File: src/rtl/alu_pkg.sv
package alu_pkg;

   localparam int unsigned OP_W = 3;

   typedef enum logic [OP_W-1:0] {
      OP_XOR  = 3'b000,
      OP_AND  = 3'b001,
      OP_OR   = 3'b010,
      OP_ADD  = 3'b011,
      OP_RSV4 = 3'b100,
      OP_RSV5 = 3'b101,
      OP_RSV6 = 3'b110,
      OP_RSV7 = 3'b111
   } alu_op_e;

   // Codes with the top bit set are held back for future functions.
   function automatic logic op_is_reserved(input logic [OP_W-1:0] code);
      return code[OP_W-1];
   endfunction

   function automatic logic op_is_logic(input logic [OP_W-1:0] code);
      return !code[OP_W-1] && (code != OP_ADD);
   endfunction

endpackage

File: src/rtl/alu_bit_slice.sv
module alu_bit_slice (
   input  logic bit_a,
   input  logic bit_b,
   input  logic c_in,
   output logic f_xor,
   output logic f_and,
   output logic f_or,
   output logic f_sum,
   output logic c_out
);

   logic half_sum;

   always_comb begin
      f_xor    = bit_a ^ bit_b;
      f_and    = bit_a & bit_b;
      f_or     = bit_a | bit_b;
      half_sum = bit_a ^ bit_b;
      f_sum    = half_sum ^ c_in;
      c_out    = f_and | (half_sum & c_in);
   end

   // a carry leaves the slice exactly when two or more of its inputs are set
   always_comb begin
      a_r4_slice_majority: assert (c_out == ($countones({bit_a, bit_b, c_in}) >= 2))
         else $error("slice carry disagrees with input count");
      a_r4_slice_parity: assert (f_sum == $countones({bit_a, bit_b, c_in}) % 2)
         else $error("slice sum disagrees with input parity");
   end

endmodule

File: src/rtl/alu_bit_select.sv
module alu_bit_select
   import alu_pkg::*;
#(
   parameter logic RESERVED_FILL = 1'b0
) (
   input  logic [OP_W-1:0] sel,
   input  logic            f_xor,
   input  logic            f_and,
   input  logic            f_or,
   input  logic            f_sum,
   output logic            y
);

   always_comb begin
      unique case (sel)
         OP_XOR:  y = f_xor;
         OP_AND:  y = f_and;
         OP_OR:   y = f_or;
         OP_ADD:  y = f_sum;
         default: y = RESERVED_FILL;
      endcase
   end

   // reserved codes never pass an operand-derived bit
   always_comb begin
      a_r5_select_fill: assert (!op_is_reserved(sel) || (y == RESERVED_FILL))
         else $error("reserved code produced a non-fill bit");
   end

endmodule

File: src/rtl/alu_sliced.sv
module alu_sliced
   import alu_pkg::*;
#(
   parameter int unsigned WIDTH = 2
) (
   input  logic [WIDTH-1:0] opnd_a,
   input  logic [WIDTH-1:0] opnd_b,
   input  logic             carry_in,
   input  logic [OP_W-1:0]  op_sel,
   output logic [WIDTH-1:0] result,
   output logic             carry_out
);

   localparam int unsigned CHAIN_LEN = WIDTH + 1;

   initial begin
      a_width_legal: assert (WIDTH >= 1 && WIDTH <= 64)
         else $error("WIDTH must lie in 1..64");
   end

   logic [CHAIN_LEN-1:0] chain;
   logic [WIDTH-1:0]     v_xor, v_and, v_or, v_sum;

   assign chain[0] = carry_in;

   for (genvar i = 0; i < WIDTH; i++) begin : g_slice
      alu_bit_slice u_slice (
         .bit_a (opnd_a[i]),
         .bit_b (opnd_b[i]),
         .c_in  (chain[i]),
         .f_xor (v_xor[i]),
         .f_and (v_and[i]),
         .f_or  (v_or[i]),
         .f_sum (v_sum[i]),
         .c_out (chain[i+1])
      );

      alu_bit_select #(.RESERVED_FILL(1'b0)) u_sel (
         .sel   (op_sel),
         .f_xor (v_xor[i]),
         .f_and (v_and[i]),
         .f_or  (v_or[i]),
         .f_sum (v_sum[i]),
         .y     (result[i])
      );
   end

   assign carry_out = (op_sel == OP_ADD) ? chain[WIDTH] : 1'b0;

   always_comb begin
      // the rippled chain forms the arithmetic sum
      a_r4_add_total: assert ((op_sel != OP_ADD) ||
         ({carry_out, result} == ({1'b0, opnd_a} + {1'b0, opnd_b} + {{WIDTH{1'b0}}, carry_in})))
         else $error("add result mismatch");
      // reserved codes give an all-zero output
      a_r5_reserved_zero: assert (!op_is_reserved(op_sel) || ({carry_out, result} == '0))
         else $error("reserved code gave non-zero output");
      // logic functions never report a carry
      a_r6_logic_no_carry: assert (!op_is_logic(op_sel) || !carry_out)
         else $error("logic op produced a carry");
      // an AND bit can never be set where the OR bit is clear
      a_r3_and_within_or: assert ((v_and & ~v_or) == '0)
         else $error("AND set outside OR");
   end

endmodule

File: config.mk
export PLATFORM = sky130hd
export DESIGN_NAME = alu_sliced
export DESIGN_NICKNAME = d
export VERILOG_FILES = /design/src/rtl/alu_pkg.sv /design/src/rtl/alu_bit_slice.sv /design/src/rtl/alu_bit_select.sv /design/src/rtl/alu_sliced.sv
export SDC_FILE = /design/constraint.sdc
export NUM_CORES = 1
export LEC_CHECK = 0
export BUFFER_PORTS_ARGS = -buffer_cell sky130_fd_sc_hd__buf_2
export CELL_PAD_IN_SITES_DETAIL_PLACEMENT = 1
export CELL_PAD_IN_SITES_GLOBAL_PLACEMENT = 2
export CORE_AREA = 4 4 41 43
export DETAILED_ROUTE_END_ITERATION = 8
export DIE_AREA = 0 0 45 47
export PLACE_DENSITY_LB_ADDON = 0.1
export SLEW_MARGIN = 20
export SYNTH_ARGS = -nofsm -noshare
export SYNTH_HDL_FRONTEND = slang
export SYNTH_SLANG_ARGS = --single-unit
File: constraint.sdc
create_clock -name vclk -period 2.01
set_input_delay 0.1005 -clock vclk [all_inputs]
set_output_delay 0.1005 -clock vclk [all_outputs]
set_load 0.005 [all_outputs]
==> flow_summary.toml, run 1 <==
[place]
place_ws_ps = 77.0
dp.cells = 46
routabilityCongestion = 0.640
portBuffers = 11
dp.final_hpwl_um = 406

[clock_tree]
post_cts_resize_count = 0
cts_setup_buffers = 0
holdBufCountCts = 0

[pwr]
p_sw_uw = 19.4
vdd_ir_drop_max_mv = 0.0452
power.density_nw_per_um2 = 164
combPwrFrac_pct = 100.0
p_clk_share_pct = 0
swShare_pct = 44.4
p_total_uw = 43.8
power.internal_uw = 24.4
leakage_nw = 0.163
p_seq_share_pct = 0

[logic_synthesis]
syn_nets = 36
syn_avg_cell_area_um2 = 9.50
synthXorXnorAreaFrac_pct = 0
yosysWarnings = 0
synth_compound_area_share_pct = 0
ys_types = 7
synthMuxAreaShare_pct = 25.1
synth_largest_area_cell = "mux4_1"
synth_simple_gate_area_share_pct = 8.38
synth_most_common_cell = "inv_1"
syn_inst = 22
synth_commonest_cells = "9 x inv_1, 4 x ha_1"
synth.cell_area_um2 = 209
seq_area_frac_synth_pct = 0
synth_fa_ha_area_share_pct = 43.1
ys_top_cells_by_area = "mux4_1 25%, ha_1 24%, fa_1 19%"
synth_top_area_share_pct = 25.1
synth_top_family_by_area = "adder cells"

[timing]
rsz0062_at_grt = "false"
tightest_slew_ps = 208
max_freq_ghz = 0.524
setup_tns_ps = 0
finalHoldViolCount = 0
min_period_ps = 1910
slew_headroom_pct = 86.0
slew_viol_final = 0
setup_violations = 0
period_share_pct = 95.0
setup_ws_ps = 100

[worst_setup_path]
start_kind = "input port"
cp.required_ps = 1910
crit_path_max_fanout = 2
path_class = "input port to primary output"
worstSetupEndpointType = "primary output"
crit_arrival_ps = 1810

[final_layout]
num-clock-buffers = 0
drive_gt1_share_pct = 35.5
fill_cells = 165
layout.nets = 47
seq_cells = 0
area_growth_pct = 28.1
ff_latch_area_um2 = 0
num_antenna_cells = 0
multi_input_area_um2 = 160
layout.cells.non_filler = 46
fin_util_pct = 20.6

[global_routing]
grtUsageTotal_pct = 4.19
gr-total-overflow = 0
grt_pass1_vias = 151
antenna_found_initial = 0
grt_max_degree = 4
grt_pass1_wl_um = 710

[floorplanning]
dieArea_um2 = 2120
start_util_pct = 16.1
die_w_um = 45
die_h_um = 47
fp-row-count = 13
core_area_um2 = 1300
io_pins = 11

[job]
maxCapViolCount = 0

[routing]
drc = 0
drt-initial-drc-count = 0
routed_wl_um = 409
antenna_left = 0
viasPerCell = 3.43
via_count = 158
drt_pass1_iterations = 1
wire_per_inst_um = 8.89

[worst_hold_path]
hold_path_class = "input port to primary output"
whs_path_depth = 3

[status]
status = "finished, final reports clean"
-- per-layer routing --
metal	vias up	part of all wire, %	GRT usage, %
met5	-	0	0
met4	0	0	0
met3	0	12	0.766
met2	8	44	6.50
met1	65	44	6.38
li1	85	-	-
-- area by class of cell --
type / instances / share of cell area, %
multi-input combinational: 11 / 59.8
timing repair buffer: 11 / 20.6
inverter: 9 / 12.6
tap: 15 / 7.01
-- path summary, 6_finish.rpt --
check                        to  startpoint  slack, ps
worst max-delay path  result[1]   opnd_a[0]        100
worst min-delay path  result[1]   op_sel[2]        460
-- stage by stage --
stage / hold slack (ps) / cell area (µm²)
3_3_place_gp: 456 / 268
5_1_grt: 481 / 268
6_report: 457 / 268
3_5_place_dp: 462 / 268
4_1_cts: 463 / 268
2_1_floorplan: 234 / 209
-- worst max-delay path, stage by stage --
cell and delay, ps:
buf_2 90, inv_1 60, fa_1 450, fa_1 430, mux4_1 480, nor2_1 90, buf_2 110
-- power groups by stage --
stage / clock network [mW] / logic, mW / registers, mW
2_1_floorplan: 0 / 0.0303 / 0
3_3_place_gp: 0 / 0.0432 / 0
3_5_place_dp: 0 / 0.0456 / 0
4_1_cts: 0 / 0.0456 / 0
5_1_grt: 0 / 0.0510 / 0
6_report: 0 / 0.0438 / 0
-- kinds of logic after synthesis --
family / Yosys count
buffers and inverters: 11
adders and majority gates: 6
muxes: 2
and+or+nand+nor: 3
-- cells in the final DEF, fill, tap and decap left out --
master	n
ha_1	4
buf_2	11
inv_1	9
fa_1	2
nor4bb_1	1
nor2_1	2
mux4_1	2
Power figures use the tool's default switching activity.
==> run 2, diff against run 1 <==
==> constraint.sdc (replaced) <==
create_clock -name vclk -period 2
set_input_delay 0.1 -clock vclk [all_inputs]
set_output_delay 0.1 -clock vclk [all_outputs]
set_load 0.005 [all_outputs]
==> run 2 against run 1 <==
Net effect:
- non-clock buffer count stayed put
- combinational power is 2% higher
- first-iteration DRC count stayed put
- core utilization is 0.19 points higher
- critical path type unchanged
==> flow_summary.toml, run 2 (synthesized netlist as in run 1, its figures left out) <==
[routing]
routed_wl_um = 411
drc = 0
wire_per_inst_um = 8.93
via_count = 170
viasPerCell = 3.70
drt_pass1_iterations = 1
drt-initial-drc-count = 0
antenna_left = 0

[timing]
tightest_slew_ps = 217
max_freq_ghz = 0.543
finalHoldViolCount = 0
min_period_ps = 1840
slew_viol_final = 0
setup_violations = 0
setup_tns_ps = 0
slew_headroom_pct = 85.3
rsz0062_at_grt = "false"
period_share_pct = 92.1
setup_ws_ps = 157

[worst_hold_path]
whs_path_depth = 3
worstHoldStart = "op_sel[2]"
hold_path_class = "input port to primary output"
hold_end = "result[1]"

[floorplanning]
dieArea_um2 = 2120
fp-row-count = 13
core_area_um2 = 1300
io_pins = 11
die_h_um = 47
start_util_pct = 16.1
die_w_um = 45

[global_routing]
grtUsageTotal_pct = 3.96
antenna_found_initial = 0
grt_pass1_wl_um = 655
gr-total-overflow = 0
grt_max_degree = 4
grt_pass1_vias = 168

[pwr]
power.internal_uw = 24.8
vdd_ir_drop_max_mv = 0.0424
power.density_nw_per_um2 = 165
combPwrFrac_pct = 100.0
leakage_nw = 0.162
swShare_pct = 44.5
p_seq_share_pct = 0
p_sw_uw = 19.8
p_total_uw = 44.6
p_clk_share_pct = 0

[final_layout]
final_cell_mix = "11 x buf_2, 9 x inv_1, 4 x ha_1, 2 x mux4_1, 2 x nor2_1"
layout.nets = 47
ff_latch_area_um2 = 0
num_antenna_cells = 0
area_growth_pct = 29.3
fill_cells = 167
drive_gt1_share_pct = 38.7
layout_commonest_cell = "buf_2"
seq_cells = 0
final_area_um2 = 270
num-clock-buffers = 0

[place]
dp.final_hpwl_um = 415
routabilityCongestion = 0.663
place_ws_ps = 93.1
dpl-instance-area_um2 = 268
portBuffers = 11

[worst_setup_path]
path_common_cell = "buf_2"
worst_path_max_delay_cell = "mux4_1"
crit_path_max_fanout = 2
start_kind = "input port"
crit_arrival_ps = 1740
cp.required_ps = 1900
worstSetupEndpointType = "primary output"
max_stage_delay_ps = 470
crit_chain = "buf_2 -> inv_1 -> fa_2 -> fa_1 -> mux4_1 -> nor2_1 -> buf_2"
path_class = "input port to primary output"

[clock_tree]
holdBufCountCts = 0
cts_setup_buffers = 0

[job]
maxCapViolCount = 0

[status]
status = "finished, final reports clean"
==> run 2: how the worst max path moves through the flow <==
stage               startpoint        end  slack [ps]
finish               opnd_a[0]  result[1]         160
global route         opnd_a[0]  result[1]          40
CTS                  opnd_a[0]  result[1]          90
detailed placement   opnd_a[0]  result[1]          90
global placement     opnd_a[0]  result[1]          90
floorplan            opnd_a[0]  result[1]         250
==> run 2: cell type report <==
type               instances  area [µm²]  share of cell area [%]
inverters                  9        33.8                    12.5
multi-input cells         11         163                    60.2
well taps                 15        18.8                    6.94
repair buffers            11        55.1                    20.4
==> run 2: timing repair <==
action                     CTS  global route
resized for setup            0             1
setup endpoints to repair    0             1
hold endpoints to repair     0             0
==> run 2: per-stage QoR <==
| step | hold WS [ps] | util (%) | std cells |
|---|---|---|---|
| global placement | 456 | 20.6 | 46 |
| floorplan | 233 | - | 22 |
| global route | 483 | 20.8 | 46 |
| finish | 460 | 20.8 | 46 |
| detailed placement | 470 | 20.6 | 46 |
| CTS | 471 | 20.6 | 46 |
==> run 2: worst max-delay path: cells and delay by family <==
kind / cells / cell delay (ps)
muxes: 1 / 470
adders and majority gates: 2 / 810
buffers and inverters: 3 / 270
and+or+nand+nor: 1 / 90
==> run 2: routing by layer <==
layer / vias up / part of all wire [%] / global-route usage, %
met1: 75 / 37 / 4.58
met4: 0 / 0 / 0
met2: 8 / 45 / 7.63
met3: 0 / 17 / 1.15
met5: - / 0 / 0
li1: 87 / - / -
==> run 2: power groups by stage <==
stage          registers (mW)  clock network (mW)  logic [mW]
2_1_floorplan               0                   0      0.0304
3_3_place_gp                0                   0      0.0439
3_5_place_dp                0                   0      0.0459
4_1_cts                     0                   0      0.0459
5_1_grt                     0                   0      0.0527
6_report                    0                   0      0.0446
